**src/rtl/sync_rx_pkg.sv**
```systemverilog
package sync_rx_pkg;
  localparam int SEL_W   = 2;
  localparam int NFLAG   = 4;
  localparam int CTRL_W  = 2;

  typedef enum logic [SEL_W-1:0] {
    SEL_CTRL = 2'd0,
    SEL_STAT = 2'd1,
    SEL_DATA = 2'd2
  } reg_sel_e;

  localparam int FL_FULL = 0;
  localparam int FL_OVR  = 1;
  localparam int FL_FER  = 2;
  localparam int FL_PER  = 3;

  localparam int CT_RXEN  = 0;
  localparam int CT_IRQEN = 1;
endpackage

```
**src/rtl/sync_rx_edge.sv**
```systemverilog
module sync_rx_edge #(
  parameter int STAGES = 2
) (
  input  logic clk_i,
  input  logic rst_ni,
  input  logic sclk_i,
  input  logic sdata_i,
  output logic sdata_o,
  output logic rise_o
);
  logic [1:0] pipe_q [STAGES];
  logic       prev_q;

  for (genvar g = 0; g < STAGES; g++) begin : g_stage
    always_ff @(posedge clk_i or negedge rst_ni) begin
      if (!rst_ni) pipe_q[g] <= '0;
      else if (g == 0) pipe_q[g] <= {sclk_i, sdata_i};
      else pipe_q[g] <= pipe_q[(g == 0) ? 0 : g-1];
    end
  end

  always_ff @(posedge clk_i or negedge rst_ni) begin
    if (!rst_ni) prev_q <= 1'b0;
    else prev_q <= pipe_q[STAGES-1][1];
  end

  assign sdata_o = pipe_q[STAGES-1][0];
  assign rise_o  = pipe_q[STAGES-1][1] & ~prev_q;
endmodule

```
**src/rtl/sync_rx_shift.sv**
```systemverilog
module sync_rx_shift #(
  parameter int DATA_W = 8
) (
  input  logic              clk_i,
  input  logic              rst_ni,
  input  logic              active_i,
  input  logic              rise_i,
  input  logic              bit_i,
  output logic              done_o,
  output logic [DATA_W-1:0] byte_o
);
  localparam int CNT_W = $clog2(DATA_W);
  localparam logic [CNT_W-1:0] LAST = CNT_W'(DATA_W-1);

  logic [DATA_W-1:0] sh_q;
  logic [CNT_W-1:0]  cnt_q;
  logic              take;

  assign take   = active_i & rise_i;
  assign done_o = take & (cnt_q == LAST);
  assign byte_o = {bit_i, sh_q[DATA_W-1:1]};

  always_ff @(posedge clk_i or negedge rst_ni) begin
    if (!rst_ni) begin
      sh_q  <= '0;
      cnt_q <= '0;
    end else if (!active_i) begin
      cnt_q <= '0;  // partial frame discarded
    end else if (take) begin
      sh_q  <= byte_o;
      cnt_q <= done_o ? '0 : cnt_q + 1'b1;
    end
  end
endmodule

```
**src/rtl/sync_rx_regs.sv**
```systemverilog
module sync_rx_regs
  import sync_rx_pkg::*;
#(
  parameter int DATA_W = 8
) (
  input  logic              clk_i,
  input  logic              rst_ni,
  input  logic [SEL_W-1:0]  reg_sel_i,
  input  logic              reg_wr_i,
  input  logic              reg_rd_i,
  input  logic [DATA_W-1:0] reg_wdata_i,
  output logic [DATA_W-1:0] reg_rdata_o,
  input  logic              frame_done_i,
  input  logic [DATA_W-1:0] frame_byte_i,
  input  logic              dma_ack_i,
  input  logic              fer_set_i,
  input  logic              per_set_i,
  output logic              rx_en_o,
  output logic              irq_en_o,
  output logic [NFLAG-1:0]  flags_o,
  output logic [DATA_W-1:0] data_o
);
  logic [CTRL_W-1:0] ctrl_q;
  logic [NFLAG-1:0]  flag_q, arm_q, set_v, clr_v;
  logic [DATA_W-1:0] data_q;
  logic              stat_wr, stat_rd;

  assign stat_wr = reg_wr_i & (reg_sel_i == SEL_STAT);
  assign stat_rd = reg_rd_i & (reg_sel_i == SEL_STAT);

  always_comb begin
    set_v          = '0;
    set_v[FL_FULL] = frame_done_i & ~flag_q[FL_FULL];
    set_v[FL_OVR]  = frame_done_i &  flag_q[FL_FULL];
    set_v[FL_FER]  = fer_set_i;
    set_v[FL_PER]  = per_set_i;
  end

  for (genvar i = 0; i < NFLAG; i++) begin : g_flag
    logic hw_clr;
    if (i == FL_FULL) begin : g_dma
      assign hw_clr = dma_ack_i;
    end else begin : g_nodma
      assign hw_clr = 1'b0;
    end
    assign clr_v[i] = hw_clr | (stat_wr & ~reg_wdata_i[i] & arm_q[i]);

    always_ff @(posedge clk_i or negedge rst_ni) begin
      if (!rst_ni) begin
        flag_q[i] <= 1'b0;
        arm_q[i]  <= 1'b0;
      end else begin
        flag_q[i] <= set_v[i] | (flag_q[i] & ~clr_v[i]);
        if (!flag_q[i] || clr_v[i]) arm_q[i] <= 1'b0;
        else if (stat_rd)           arm_q[i] <= 1'b1;
      end
    end
  end

  always_ff @(posedge clk_i or negedge rst_ni) begin
    if (!rst_ni) begin
      ctrl_q <= '0;
      data_q <= '0;
    end else begin
      if (reg_wr_i && reg_sel_i == SEL_CTRL) ctrl_q <= reg_wdata_i[CTRL_W-1:0];
      if (set_v[FL_FULL]) data_q <= frame_byte_i;
    end
  end

  always_comb begin
    reg_rdata_o = '0;
    unique case (reg_sel_i)
      SEL_CTRL: reg_rdata_o[CTRL_W-1:0] = ctrl_q;
      SEL_STAT: reg_rdata_o[NFLAG-1:0]  = flag_q;
      SEL_DATA: reg_rdata_o             = data_q;
      default:  reg_rdata_o             = '0;
    endcase
  end

  assign rx_en_o  = ctrl_q[CT_RXEN];
  assign irq_en_o = ctrl_q[CT_IRQEN];
  assign flags_o  = flag_q;
  assign data_o   = data_q;
endmodule

```
**src/rtl/sync_rx_channel.sv**
```systemverilog
module sync_rx_channel
  import sync_rx_pkg::*;
#(
  parameter int DATA_W      = 8,
  parameter int SYNC_STAGES = 2
) (
  input  logic              clk_i,
  input  logic              rst_ni,
  input  logic              sclk_i,
  input  logic              sdata_i,
  input  logic [SEL_W-1:0]  reg_sel_i,
  input  logic              reg_wr_i,
  input  logic              reg_rd_i,
  input  logic [DATA_W-1:0] reg_wdata_i,
  output logic [DATA_W-1:0] reg_rdata_o,
  input  logic              frm_err_set_i,
  input  logic              par_err_set_i,
  input  logic              dma_rd_ack_i,
  output logic              irq_o
);
  logic              sd_w, rise_w, active_w, frame_done_w;
  logic              rx_en_w, irq_en_w;
  logic [NFLAG-1:0]  flags_w;
  logic [DATA_W-1:0] byte_w, data_w;

  sync_rx_edge #(.STAGES(SYNC_STAGES)) u_edge (
    .clk_i, .rst_ni, .sclk_i, .sdata_i,
    .sdata_o(sd_w), .rise_o(rise_w)
  );

  // reception halts on disable or any sticky error
  assign active_w = rx_en_w & ~flags_w[FL_OVR] & ~flags_w[FL_FER] & ~flags_w[FL_PER];

  sync_rx_shift #(.DATA_W(DATA_W)) u_shift (
    .clk_i, .rst_ni,
    .active_i(active_w), .rise_i(rise_w), .bit_i(sd_w),
    .done_o(frame_done_w), .byte_o(byte_w)
  );

  sync_rx_regs #(.DATA_W(DATA_W)) u_regs (
    .clk_i, .rst_ni,
    .reg_sel_i, .reg_wr_i, .reg_rd_i, .reg_wdata_i, .reg_rdata_o,
    .frame_done_i(frame_done_w), .frame_byte_i(byte_w),
    .dma_ack_i(dma_rd_ack_i), .fer_set_i(frm_err_set_i), .per_set_i(par_err_set_i),
    .rx_en_o(rx_en_w), .irq_en_o(irq_en_w), .flags_o(flags_w), .data_o(data_w)
  );

  assign irq_o = flags_w[FL_FULL] & irq_en_w;
endmodule

```
**config.mk**
```make
export PLATFORM = sky130hd
export DESIGN_NAME = sync_rx_channel
export DESIGN_NICKNAME = d
export VERILOG_FILES = /design/src/rtl/sync_rx_pkg.sv /design/src/rtl/sync_rx_edge.sv /design/src/rtl/sync_rx_shift.sv /design/src/rtl/sync_rx_regs.sv /design/src/rtl/sync_rx_channel.sv
export SDC_FILE = /design/constraint.sdc
export NUM_CORES = 1
export LEC_CHECK = 0
export ABC_AREA = 1
export CORE_UTILIZATION = 45
export DETAILED_ROUTE_END_ITERATION = 10
export PLACE_DENSITY = 0.72
export SLEW_MARGIN = 15
export SYNTH_ARGS = -nofsm -noshare
export SYNTH_HDL_FRONTEND = slang
export SYNTH_SLANG_ARGS = --single-unit
```
**constraint.sdc**
```tcl
create_clock -name clk_i -period 2.52 [get_ports clk_i]
set_input_delay 0.252 -clock clk_i [delete_from_list [all_inputs] [get_ports clk_i]]
set_output_delay 0.252 -clock clk_i [all_outputs]
set_load 0.05 [all_outputs]
```
==> run summary <==
Hold buffers post-CTS = 0
R2r worst-path depth = 5
FP Rows = 20
Critical path endpoint category = primary output
Cell area after layout = 1860 µm²
CTS Root Cell = clkbuf_4
Total power = 1010 µW
Largest net degree at the start of global routing = 34
Post-synthesis mux area share = 0%
Compound-cell area share of the yosys netlist = 6.14%
Post-synth EDFFs = 0
Gpl congestion = 0.807
Clk pin slew, worst setup/hold paths = 0.09 ns
Critical path launch point = reg_sel_i[1]
Max Fclk = 534 MHz
Share of cells above drive strength 1 = 13.5%
Fin crit share = 74.3%
Synth Area in XOR/XNOR = 0%
Leading area contributor after synthesis = dfrtp_1
RSZ-0062 raised after global routing = no
Reg2reg start = u_shift.cnt_q[0]$_DFFE_PN0P_
Psw = 256 µW
1st-iter DRT viols = 52
Netlist cell types = 21
Post-synthesis simple-gate area fraction = 25.7%
Switching part of the total = 25.5%
PortBufs = 23
Initial Util = 49.1%
Seq cells post-synth = 33
Vias in the first global route = 1126
Outcome = finished clean
CTS max path bufs = 2
Tot GR Track Use = 18.5%
Worst endpoint data arrival time = 1.62 ns
Yosys Warn Count = 0
Synthesized Nets = 206
WL/cell = 10.7 µm
Max-cap violations = 0
Commonest cells post-synth = nand2_1, dfrtp_1, inv_1
Clock power share = 29.1%
Die span in y = 60.6 µm
Post-CTS Setup Inserts = 0
CP max FO = 5
Post-route ant nets = 0
Drt via density = 4.66
Top_reg_cell synth = dfrtp_1
Most numerous cell in the Yosys netlist = nand2_1
IO Pins = 28
Peak supply drop = 0.000305 V
Largest family of logic cells by synthesized area = simple AND/OR/NAND/NOR gates
Slew HR = 67.2%
Synth-to-Final Area Change = 20.2%
Sequential power share = 58.0%
Power Density = 540 nW/µm²
Final setup viols = 0
Footprint of the multi-input gates = 568 µm²
Reg area = 826 µm²
Global-route wire length before repair = 4710 µm
CP Data Required Time = 2.27 ns
R2R Path End = u_regs.data_o[1]$_DFFE_PN0P_
Ys async rst share = 100%
Hold Vio Cnt, Final = 0
Leak = 0.000991 µW
Die Span X = 60.6 µm
Worst-skew pair later-pin latency = 0.33 ns
Yosys top cell area share = 53.4%
Netlist Area Pre-Place = 1550 µm²
Post-layout minimum cycle time = 1.87 ns
Nets = 232
First-pass DRT Iterations = 4
Pre-CTS worst setup slack = 0.645 ns
Register area share after synthesis = 53.4%
Die area = 3680 µm²
Hold Crit Class = input pin to asynchronous set/reset pin
Syn Inst Count = 181
Setup WS post-layout = 0.647 ns
GRT Residual Overflow = 0
Actual slew at the worst max-slew pin = 0.490 ns
Worst Path Class, Setup = input pin to primary output
Synth area leaders = dfrtp_1, nand2_1, inv_1, ha_1, nor2_1
CP Launch Type = input pin
Mean Syn Cell Area = 8.55 µm²
N_diodes = 0
CTS tree = built
DR vias = 1169
Combinational share of power = 12.8%
Initial antenna violation count = 0
Setup TNS = 0 ns
Filler cell count = 287
Post-synthesis adder-cell area fraction = 4.85%
R2r setup slk = 0.96 ns
Number of gates resized after CTS = 0
CP endpoint = reg_rdata_o[1]
Detail Placement HPWL = 2000 µm
CTS Buf Count = 5
Drt drc = 0
Core area = 3150 µm²
Drt total wl = 2690 µm
Placed Area = 1810 µm²
Max Clock Skew = 0.00551 ns
CTS sink cnt = 33
Internal cell power = 749 µW
Count of final max-slew check failures = 0
H-tree depth = 2
[cells in the final DEF (no fill, tap or decap), types with 2 or more instances in the layout]
master           synthesis  final
o211ai_1                 2      2
buf_12                   0      2
o21ai_0                  7      7
a21oi_1                  2      2
nor2_1                  14     14
o21ai_2                  4      4
clkbuf_4                 0      5
nand2_2                  2      2
ha_1                     6      6
inv_2                    2      2
clkdlybuf4s50_1          0     15
inv_1                   26     26
buf_4                    0      7
nand2_1                 63     63
dfrtp_1                 33     33
nor2_2                   2      2
nand3_1                  2      2
nand4_1                  8      8
[flip-flops by register name, summed over array words and instances (netlist names)]
| name | flops |
|---|---|
| u_regs.data_o | 8 |
| u_regs.ctrl_q | 2 |
| u_regs.flags_o | 4 |
| u_edge.prev_q | 1 |
| u_regs.arm_q | 4 |
| u_shift.sh_q | 7 |
| u_edge.sdata_o | 1 |
| u_shift.cnt_q | 3 |
| u_edge.pipe_q | 3 |
[logic make-up (layout without fill, tap and decap cells)]
| family | Yosys count | in the layout |
|---|---|---|
| AOI/OAI and AO/OA | 15 | 15 |
| adders and majority gates | 6 | 6 |
| buffers and inverters | 34 | 60 |
| DFF | 33 | 33 |
| and+or+nand+nor | 93 | 93 |
[final cells by class]
cell class              count  area share, %
multi-input cells         114           30.5
well taps                  44           2.96
repair buffers             24           13.0
inverters                  29           6.12
flip-flops and latches     33           44.4
clock buffers               7           2.96
[critical path: stages]
cell and delay (ns):
clkdlybuf4s50_1 0.45, inv_1 0.10, ha_1 0.24, inv_1 0.08
o211ai_1 0.18, nand2_1 0.07, inv_1 0.10, buf_12 0.14
[per-stage QoR]
stage,instances,utilization [%],hold slack (ns)
after floorplan,181,-,-0.0436
after global placement,244,57.3,0.332
after detailed placement,244,57.3,0.338
after CTS,251,59.0,0.319
after global routing,251,59.0,0.321
final,251,59.0,0.313
[power by group through the flow]
stage / Clock [µW] / Sequential (µW) / Combinational (µW)
3_3_place_gp: 0 / 591 / 125
2_1_floorplan: 0 / 587 / 69.5
6_report: 293 / 583 / 129
5_1_grt: 338 / 589 / 145
3_5_place_dp: 0 / 594 / 131
4_1_cts: 308 / 583 / 132
[metal layers]
layer,global-route usage [%],part of all wire (%),vias up
met5,0,0,-
met4,9.74,2.3,0
met3,7.68,4.8,7
met2,30.3,47,18
met1,20.6,46,541
li1,-,-,603
[how the worst min path moves through the flow]
stage | cells after the start | start | endpoint | slack [ns]
after global routing | 2 | rst_ni | u_shift.cnt_q[1]$_DFFE_PN0P_ | 0.32
after floorplan | 0 | rst_ni | u_edge.pipe_q[1]$_DFF_PN0_ | -0.04
final | 2 | rst_ni | u_regs.arm_q[3]$_DFFE_PN0P_ | 0.31
after CTS | 2 | rst_ni | u_regs.flags_o[2]$_DFF_PN0_ | 0.32
after detailed placement | 0 | u_edge.pipe_q[3]$_DFF_PN0_ | u_edge.pipe_q[1]$_DFF_PN0_ | 0.34
after global placement | 0 | u_edge.pipe_q[2]$_DFF_PN0_ | u_edge.sdata_o$_DFF_PN0_ | 0.33
Power figures use the tool's default switching activity.
